**src/rtl/baud_search_pkg.sv**
```systemverilog
package baud_search_pkg;
   typedef enum logic [1:0] {
      S_IDLE = 2'd0,
      S_LOAD = 2'd1,
      S_WAIT = 2'd2,
      S_DONE = 2'd3
   } search_state_t;
endpackage

```
**src/rtl/bds_serial_div.sv**
```systemverilog
module bds_serial_div #(
   parameter int NW = 64,
   parameter int DW = 37
) (
   input  logic          clk,
   input  logic          rst_n,
   input  logic          go_i,
   input  logic [NW-1:0] num_i,
   input  logic [DW-1:0] den_i,
   output logic          busy_o,
   output logic          fin_o,
   output logic [NW-1:0] quo_o
);
   localparam int CW = $clog2(NW + 1);

   logic [NW-1:0] q_q;
   logic [DW-1:0] r_q;
   logic [DW-1:0] den_q;
   logic [CW-1:0] cnt_q;
   logic          busy_q;
   logic          fin_q;
   logic [DW:0]   trial;
   logic [DW:0]   diff;
   logic          ge;

   generate
      if (NW < 2) begin : g_bad_nw
         $error("bds_serial_div: NW must be at least 2");
      end
   endgenerate

   always_comb begin
      trial = {r_q, q_q[NW-1]};
      ge    = trial >= {1'b0, den_q};
      diff  = trial - {1'b0, den_q};
   end

   always_ff @(posedge clk or negedge rst_n) begin
      if (!rst_n) begin
         q_q    <= '0;
         r_q    <= '0;
         den_q  <= '0;
         cnt_q  <= '0;
         busy_q <= 1'b0;
         fin_q  <= 1'b0;
      end else begin
         fin_q <= 1'b0;
         if (go_i) begin
            q_q    <= num_i;
            r_q    <= '0;
            den_q  <= den_i;
            cnt_q  <= CW'(NW);
            busy_q <= 1'b1;
         end else if (busy_q) begin
            q_q   <= {q_q[NW-2:0], ge};
            r_q   <= ge ? diff[DW-1:0] : trial[DW-1:0];
            cnt_q <= cnt_q - 1'b1;
            if (cnt_q == CW'(1)) begin
               busy_q <= 1'b0;
               fin_q  <= 1'b1;
            end
         end
      end
   end

   assign busy_o = busy_q;
   assign fin_o  = fin_q;
   assign quo_o  = q_q;


   rem_bound_chk: assert property (@(posedge clk) disable iff (!rst_n)
      (busy_q && den_q != '0) |-> (r_q < den_q));


   fin_after_busy_chk: assert property (@(posedge clk) disable iff (!rst_n)
      $fell(busy_q) |-> fin_q);
endmodule

```
**src/rtl/bds_pair_walk.sv**
```systemverilog
module bds_pair_walk #(
   parameter int MUL_W = 4
) (
   input  logic             clk,
   input  logic             rst_n,
   input  logic             init_i,
   input  logic             step_i,
   output logic [MUL_W-1:0] mul_o,
   output logic [MUL_W-1:0] add_o,
   output logic             last_o
);
   localparam logic [MUL_W-1:0] MUL_LAST = {MUL_W{1'b1}};

   logic [MUL_W-1:0] mul_q;
   logic [MUL_W-1:0] add_q;
   logic             wrap;

   assign wrap   = (add_q == mul_q - 1'b1);
   assign last_o = wrap && (mul_q == MUL_LAST);

   always_ff @(posedge clk or negedge rst_n) begin
      if (!rst_n) begin
         mul_q <= MUL_W'(1);
         add_q <= '0;
      end else if (init_i) begin
         mul_q <= MUL_W'(1);
         add_q <= '0;
      end else if (step_i && !last_o) begin
         if (wrap) begin
            mul_q <= mul_q + 1'b1;
            add_q <= '0;
         end else begin
            add_q <= add_q + 1'b1;
         end
      end
   end

   assign mul_o = mul_q;
   assign add_o = add_q;


   pair_legal_chk: assert property (@(posedge clk) disable iff (!rst_n)
      (mul_q != '0) && (add_q < mul_q));


   pair_wrap_chk: assert property (@(posedge clk) disable iff (!rst_n)
      (step_i && !init_i && wrap && !last_o) |=>
         (add_q == '0) && (mul_q == $past(mul_q) + 1'b1));
endmodule

```
**src/rtl/bds_judge.sv**
```systemverilog
module bds_judge #(
   parameter int QW     = 64,
   parameter int FRAC_W = 32,
   parameter int DL_LOG = 16
) (
   input  logic [QW-1:0]        quo_i,
   input  logic [FRAC_W-1:0]    best_i,
   output logic [QW-FRAC_W-1:0] cdl_o,
   output logic [FRAC_W-1:0]    cerr_o,
   output logic                 take_o,
   output logic                 exact_o
);
   localparam int HW = QW - FRAC_W;
   localparam logic [FRAC_W-1:0] HALF   = FRAC_W'(1) << (FRAC_W - 1);
   localparam logic [HW-1:0]     DL_MAX = HW'(1) << DL_LOG;

   logic [FRAC_W-1:0] lo;
   logic [HW-1:0]     hi;
   logic              in_range;

   generate
      if (HW <= DL_LOG) begin : g_bad_hw
         $error("bds_judge: integer part too narrow for divisor range");
      end
   endgenerate

   always_comb begin
      lo = quo_i[FRAC_W-1:0];
      hi = quo_i[QW-1:FRAC_W];
      if (lo > HALF) begin
         cerr_o = ~lo + 1'b1;
         cdl_o  = hi + 1'b1;
      end else begin
         cerr_o = lo;
         cdl_o  = hi;
      end
      in_range = (cdl_o >= HW'(1)) && (cdl_o <= DL_MAX);
      take_o   = in_range && (cerr_o < best_i);
      exact_o  = take_o && (cerr_o == '0);
   end
endmodule

```
**src/rtl/baud_divisor_search.sv**
```systemverilog
module baud_divisor_search #(
   parameter int CLK_W         = 32,
   parameter int RATE_W        = 32,
   parameter int FRAC_W        = 32,
   parameter int OVS_LOG       = 4,
   parameter int MUL_W         = 4,
   parameter int DL_LOG        = 16,
   parameter bit STOP_ON_EXACT = 1'b1
) (
   input  logic              clk,
   input  logic              rst_n,
   input  logic              start_i,
   input  logic [CLK_W-1:0]  base_hz_i,
   input  logic [RATE_W-1:0] rate_i,
   output logic              busy_o,
   output logic              done_o,
   output logic              no_fit_o,
   output logic [DL_LOG:0]   dl_o,
   output logic [MUL_W-1:0]  mul_o,
   output logic [MUL_W-1:0]  add_o,
   output logic [FRAC_W-1:0] resid_o
);
   import baud_search_pkg::*;

   localparam int SHIFT = FRAC_W - OVS_LOG;
   localparam int QW    = CLK_W + SHIFT + MUL_W;
   localparam int HW    = QW - FRAC_W;
   localparam int DVW   = RATE_W + MUL_W + 1;
   localparam int DLW   = DL_LOG + 1;

   generate
      if (FRAC_W <= OVS_LOG) begin : g_bad_frac
         $error("baud_divisor_search: FRAC_W must exceed OVS_LOG");
      end
      if (MUL_W < 1) begin : g_bad_mul
         $error("baud_divisor_search: MUL_W must be at least 1");
      end
   endgenerate

   search_state_t     state_q;
   logic [CLK_W-1:0]  base_q;
   logic [RATE_W-1:0] rate_q;
   logic [FRAC_W-1:0] best_q;
   logic [DLW-1:0]    dl_q;
   logic [MUL_W-1:0]  mul_q;
   logic [MUL_W-1:0]  add_q;
   logic              found_q;

   logic              accept;
   logic [MUL_W-1:0]  w_mul;
   logic [MUL_W-1:0]  w_add;
   logic              w_last;
   logic              w_step;
   logic [QW-1:0]     num;
   logic [DVW-1:0]    den;
   logic              div_go;
   logic              div_busy;
   logic              div_fin;
   logic [QW-1:0]     quo;
   logic [HW-1:0]     cdl;
   logic [FRAC_W-1:0] cerr;
   logic              take;
   logic              exact;
   logic              stop_now;

   assign accept = start_i && (state_q == S_IDLE || state_q == S_DONE);
   assign div_go = (state_q == S_LOAD);
   assign w_step = (state_q == S_WAIT) && div_fin;

   always_comb begin
      num = (QW'(base_q) << SHIFT) * QW'(w_mul);
      den = DVW'({1'b0, w_mul} + {1'b0, w_add}) * DVW'(rate_q);
   end

   generate
      if (STOP_ON_EXACT) begin : g_stop
         assign stop_now = exact;
      end else begin : g_sweep
         assign stop_now = 1'b0;
      end
   endgenerate

   bds_pair_walk #(.MUL_W(MUL_W)) u_walk (
      .clk    (clk),
      .rst_n  (rst_n),
      .init_i (accept),
      .step_i (w_step),
      .mul_o  (w_mul),
      .add_o  (w_add),
      .last_o (w_last)
   );

   bds_serial_div #(.NW(QW), .DW(DVW)) u_div (
      .clk    (clk),
      .rst_n  (rst_n),
      .go_i   (div_go),
      .num_i  (num),
      .den_i  (den),
      .busy_o (div_busy),
      .fin_o  (div_fin),
      .quo_o  (quo)
   );

   bds_judge #(.QW(QW), .FRAC_W(FRAC_W), .DL_LOG(DL_LOG)) u_judge (
      .quo_i   (quo),
      .best_i  (best_q),
      .cdl_o   (cdl),
      .cerr_o  (cerr),
      .take_o  (take),
      .exact_o (exact)
   );

   always_ff @(posedge clk or negedge rst_n) begin
      if (!rst_n) begin
         state_q <= S_IDLE;
         base_q  <= '0;
         rate_q  <= '0;
         best_q  <= '1;
         dl_q    <= '0;
         mul_q   <= '0;
         add_q   <= '0;
         found_q <= 1'b0;
      end else begin
         case (state_q)
            S_IDLE, S_DONE: begin
               if (accept) begin
                  base_q  <= base_hz_i;
                  rate_q  <= rate_i;
                  best_q  <= '1;
                  dl_q    <= '0;
                  mul_q   <= '0;
                  add_q   <= '0;
                  found_q <= 1'b0;
                  state_q <= S_LOAD;
               end
            end
            S_LOAD: state_q <= S_WAIT;
            S_WAIT: begin
               if (div_fin) begin
                  if (take) begin
                     best_q  <= cerr;
                     dl_q    <= cdl[DLW-1:0];
                     mul_q   <= w_mul;
                     add_q   <= w_add;
                     found_q <= 1'b1;
                  end
                  state_q <= (stop_now || w_last) ? S_DONE : S_LOAD;
               end
            end
            default: state_q <= S_IDLE;
         endcase
      end
   end

   assign busy_o   = (state_q == S_LOAD) || (state_q == S_WAIT);
   assign done_o   = (state_q == S_DONE);
   assign no_fit_o = done_o && !found_q;
   assign dl_o     = dl_q;
   assign mul_o    = mul_q;
   assign add_o    = add_q;
   assign resid_o  = best_q;


   hold_result_chk: assert property (@(posedge clk) disable iff (!rst_n)
      (done_o && !start_i) |=> (done_o && $stable(dl_o) && $stable(mul_o)
         && $stable(add_o) && $stable(resid_o) && $stable(no_fit_o)));


   dl_range_chk: assert property (@(posedge clk) disable iff (!rst_n)
      (done_o && !no_fit_o) |-> (dl_o != '0) && (dl_o <= (DLW'(1) << DL_LOG)));


   nofit_zero_chk: assert property (@(posedge clk) disable iff (!rst_n)
      (done_o && no_fit_o) |-> (dl_o == '0) && (mul_o == '0)
         && (add_o == '0) && (resid_o == '1));


   best_mono_chk: assert property (@(posedge clk) disable iff (!rst_n)
      (state_q == S_WAIT) |=> (resid_o <= $past(resid_o)));


   start_busy_chk: assert property (@(posedge clk) disable iff (!rst_n)
      (busy_o && start_i) |=> (busy_o || done_o) && $stable(base_q) && $stable(rate_q));


   div_idle_load_chk: assert property (@(posedge clk) disable iff (!rst_n)
      (state_q == S_LOAD) |-> !div_busy);
endmodule

```
**config.mk**
```make
export PLATFORM = sky130hd
export DESIGN_NAME = baud_divisor_search
export DESIGN_NICKNAME = d
export VERILOG_FILES = /design/src/rtl/baud_search_pkg.sv /design/src/rtl/bds_serial_div.sv /design/src/rtl/bds_pair_walk.sv /design/src/rtl/bds_judge.sv /design/src/rtl/baud_divisor_search.sv
export SDC_FILE = /design/constraint.sdc
export NUM_CORES = 1
export LEC_CHECK = 0
export ABC_AREA = 1
export BUFFER_PORTS_ARGS = -buffer_cell sky130_fd_sc_hd__buf_2
export CAP_MARGIN = 20
export CORE_ASPECT_RATIO = 0.8
export CORE_MARGIN = 2
export CORE_UTILIZATION = 58
export CTS_CLUSTER_SIZE = 14
export DETAILED_ROUTE_END_ITERATION = 6
export GPL_TIMING_DRIVEN = 0
export PLACE_DENSITY = 0.79
export SYNTH_ARGS = -nofsm -noshare
export SYNTH_HDL_FRONTEND = slang
export SYNTH_HIERARCHICAL = 1
export SYNTH_SLANG_ARGS = --single-unit
export TNS_END_PERCENT = 20
```
**constraint.sdc**
```tcl
create_clock -name clk -period 4.5 [get_ports clk]
set_clock_uncertainty 0.1 [all_clocks]
set_input_delay 0.9 -clock clk [delete_from_list [all_inputs] [get_ports clk]]
set_output_delay 0.9 -clock clk [all_outputs]
set_load 0.02 [all_outputs]
```
==> results.cfg <==
[layout]
final_common_cell = nand2_1
layout.cells.most_common_list = 1364 x nand2_1, 799 x inv_1, 352 x nor2_1
final_cells = 5177
fillers = 3992
n_antenna_cell = 0
final_area_um2 = 33270
fin_nets = 4910
layout-drive-gt1-share_pct = 14.80
area_delta_synth_final_pct = 17.95

[setup_path]
slowest_delay_ns = 0.55
cp_data_required_time_ns = 4.93
crit_chain = ha_4, fa_2, xor2_4, inv_2, buf_4, buf_6, nor2_2, fa_1, fa_1, inv_1, fa_1, inv_1, ha_4, nand2_4, nor2_4, nand2_1, nor3_1, nand2_1, nand2_1, nand2_1, nand2_2, nand2_1, o21ai_1
cp-end-kind = flop
start_kind = flop
cpLargestDelayFamily = adder cells
criticalPathCategory = reg2reg
path_max_fanout = 5
crit_slowest_cell = fa_1
cpMostUsedCell = nand2_1
path_buf_inv = 5
cp.arrival_ns = 5.70

[hold_path]
min_path_type = in2async

[clocking]
cts_tree = yes
clock-sinks = 279
ctsRootBufferMaster = clkbuf_16
clock_latency_ns = 0.61
h-tree-depth = 1
postCtsHoldBufs = 0
max-clock-path-buffers = 3
clkTransAtPathRegs_ns = 0.07
cts_buffers = 31

[job]
drv_cap = 0

[yosys]
synth.avg_cell_area_um2 = 6.625
synth_enable_flop_cells = 0
ys_top_cells_by_area = dfrtp_1 22%, nand2_1 19%, inv_1 11%
syn_inst = 4257
yosysWarnings = 6
ys_seq_area_share_pct = 24.90
synth.top_cell.area_share_pct = 21.83
synth_top_area_cell = dfrtp_1
synth.distinct_cells = 53
syn-cell-area_um2 = 28200
async_flop_share_pct = 100.0
ys_seq_elements = 279
synth_ff_type = dfrtp_1

[power_and_ir_drop]
power.density_nw_per_um2 = 162.2
power_frac_comb_pct = 1.6
intPower_w = 0.004183
power_switching_w = 0.001213
power_frac_clock_pct = 51.9
pwr-share-seq_pct = 46.5
ir_worst_vdd_mv = 0.2803
swShare_pct = 22.49
leakagePower_nw = 18.66

[grt]
grt_pass1_vias = 25940
grtUsageMet3_pct = 5.679
antenna_found_initial = 0
met2_usage_pct = 47.94
grt.busiest_layer = met1
grt_max_degree = 108
grt_util_met1_pct = 48.66
grtUsageTotal_pct = 32.46
overflow = 0
grt_pass1_wl_mm = 132.8

[place]
pre_cts_ws_ns = -0.9266
port-buffer-count = 126
placed_cells = 5041
post-dp-hpwl_mm = 63.34
gp_congestion = 0.9880
placed_area_um2 = 30150

[timing]
slew_headroom_pct = 44.22
period_minus_slack_ns = 5.270
whs_ns = 0.2488
fmax_mhz = 189.8
rsz0062_at_grt = yes
worst_pin_slew_ns = 0.8337
tns_ns = -16.05
slew_violations = 0
period_share_pct = 117.1
hold_viol_final = 0
setup_viol = 83
final_critical_path_setup_slack_ns = -0.7698

[route]
finalWirelength_mm = 87.35
vias = 28140
avgViaCountPerCell = 5.436
drtAntennaViolNets = 0
firstDrtPassIters = 7
drt_iter0_drc = 2763
wl_per_cell_um = 16.87
drc_errors = 0

[die]
core_area_um2 = 48200
ios = 127
die_y_um = 201.2
die_w_um = 250.5
initial_core_util_pct = 58.52
rows = 72
die_area_um2 = 50420

[run_status]
violations = setup timing
status = finished with violations
## cell usage after synthesis, drive strengths merged (29+ instances only)
cell / number
a21oi: 123
buf: 41
clkbuf: 71
dfrtp: 246
dfstp: 33
fa: 152
ha: 168
inv: 839
nand2: 1468
nand3: 184
nand3b: 29
nor2: 418
nor3: 47
o21ai: 166
o221ai: 60
o22a: 32
xor2: 76
## flip-flops by register name (all words and copies together) (netlist names)
register,cells
add_o,4
base_q,32
dl_o,17
found_q,1
mul_o,4
rate_q,32
resid_o,32
state_q,2
u_div/busy_o,1
u_div/cnt_q,7
u_div/den_q,37
u_div/fin_o,1
u_div/quo_o,64
u_div/r_q,37
u_walk/add_o,4
u_walk/mul_o,4
## area by class of cell
class / count / area (um2) / share of cell area (%)
Sequential cell: 279 / 7032 / 21.14
Clock buffer: 39 / 855.8 / 2.573
Buffer: 111 / 699.4 / 2.102
Clock inverter: 19 / 261.5 / 0.7861
Multi-Input combinational cell: 3054 / 19060 / 57.31
Tap cell: 629 / 787.0 / 2.366
Inverter: 839 / 3163 / 9.508
Timing Repair Buffer: 207 / 1404 / 4.220
## layer usage
layer | vias up | share of wire (%)
li1 | 13570 | -
met1 | 12880 | 45
met2 | 1399 | 41
met3 | 288 | 9.6
met4 | 2 | 4.1
met5 | - | 0.057
## worst register-to-register path: stages, from the launching register on
cell	delay (ns)
dfrtp_2	0.43
ha_4	0.19
fa_2	0.43
xor2_4	0.27
inv_2	0.10
buf_4	0.15
buf_6	0.13
nor2_2	0.11
fa_1	0.47
fa_1	0.55
inv_1	0.06
fa_1	0.55
inv_1	0.08
ha_4	0.34
nand2_4	0.09
nor2_4	0.15
nand2_1	0.10
nor3_1	0.26
nand2_1	0.16
nand2_1	0.09
nand2_1	0.06
nand2_2	0.09
nand2_1	0.08
o21ai_1	0.10
## kinds of logic (layout without fill, tap and decap cells)
group | after synthesis | count (layout) | share of synthesized area [%]
AOI/OAI and AO/OA | 431 | 431 | 9.489
xor gates and xnor gates | 97 | 97 | 3.012
adders and majority gates | 320 | 320 | 18.24
buffers and inverters | 951 | 1215 | 13.07
DFF | 279 | 279 | 24.90
other | 1 | 28 | 0.01330
and+or+nand+nor | 2178 | 2178 | 31.27
## through the flow
| stage | utilization (%) | total power, W |
|---|---|---|
| 2_1_floorplan | - | 0.002558 |
| 3_3_place_gp | 62.43 | 0.002637 |
| 3_5_place_dp | 62.56 | 0.002644 |
| 4_1_cts | 67.13 | 0.005440 |
| 5_1_grt | 69.02 | 0.005546 |
| 6_report | 69.02 | 0.005397 |
## power groups by stage
stage	logic, W	clock network, W	registers [W]
3_5_place_dp	0.0000893	0	0.00255
2_1_floorplan	0.00000254	0	0.00256
6_report	0.0000869	0.00280	0.00251
3_3_place_gp	0.0000811	0	0.00256
4_1_cts	0.0000897	0.00284	0.00251
5_1_grt	0.000101	0.00294	0.00251
## final timing paths
path	from	to	slack (ns)	cells past startpoint
max in group asynchronous	rst_n	u_div/den_q[29]$_DFFE_PN0P_	2.71	3
max	u_walk/add_o[0]$_DFFE_PN0P_	u_div/den_q[30]$_DFFE_PN0P_	-0.77	23
min reg2reg	add_o[2]$_DFFE_PN0P_	add_o[2]$_DFFE_PN0P_	0.40	1
min in group clk	base_hz_i[1]	base_q[1]$_DFFE_PN0P_	0.37	3
max reg2reg	u_walk/add_o[0]$_DFFE_PN0P_	u_div/den_q[30]$_DFFE_PN0P_	-0.77	23
min	rst_n	dl_o[10]$_DFFE_PN0P_	0.25	1
## what timing repair did
action                                  in CTS  in global routing
setup buffers                               48                 25
endpoints found under the setup margin     106                107
resized for setup                          184                208
cloned                                       3                  4
pin swaps                                   65                134
(Power assumes the default switching activity.)
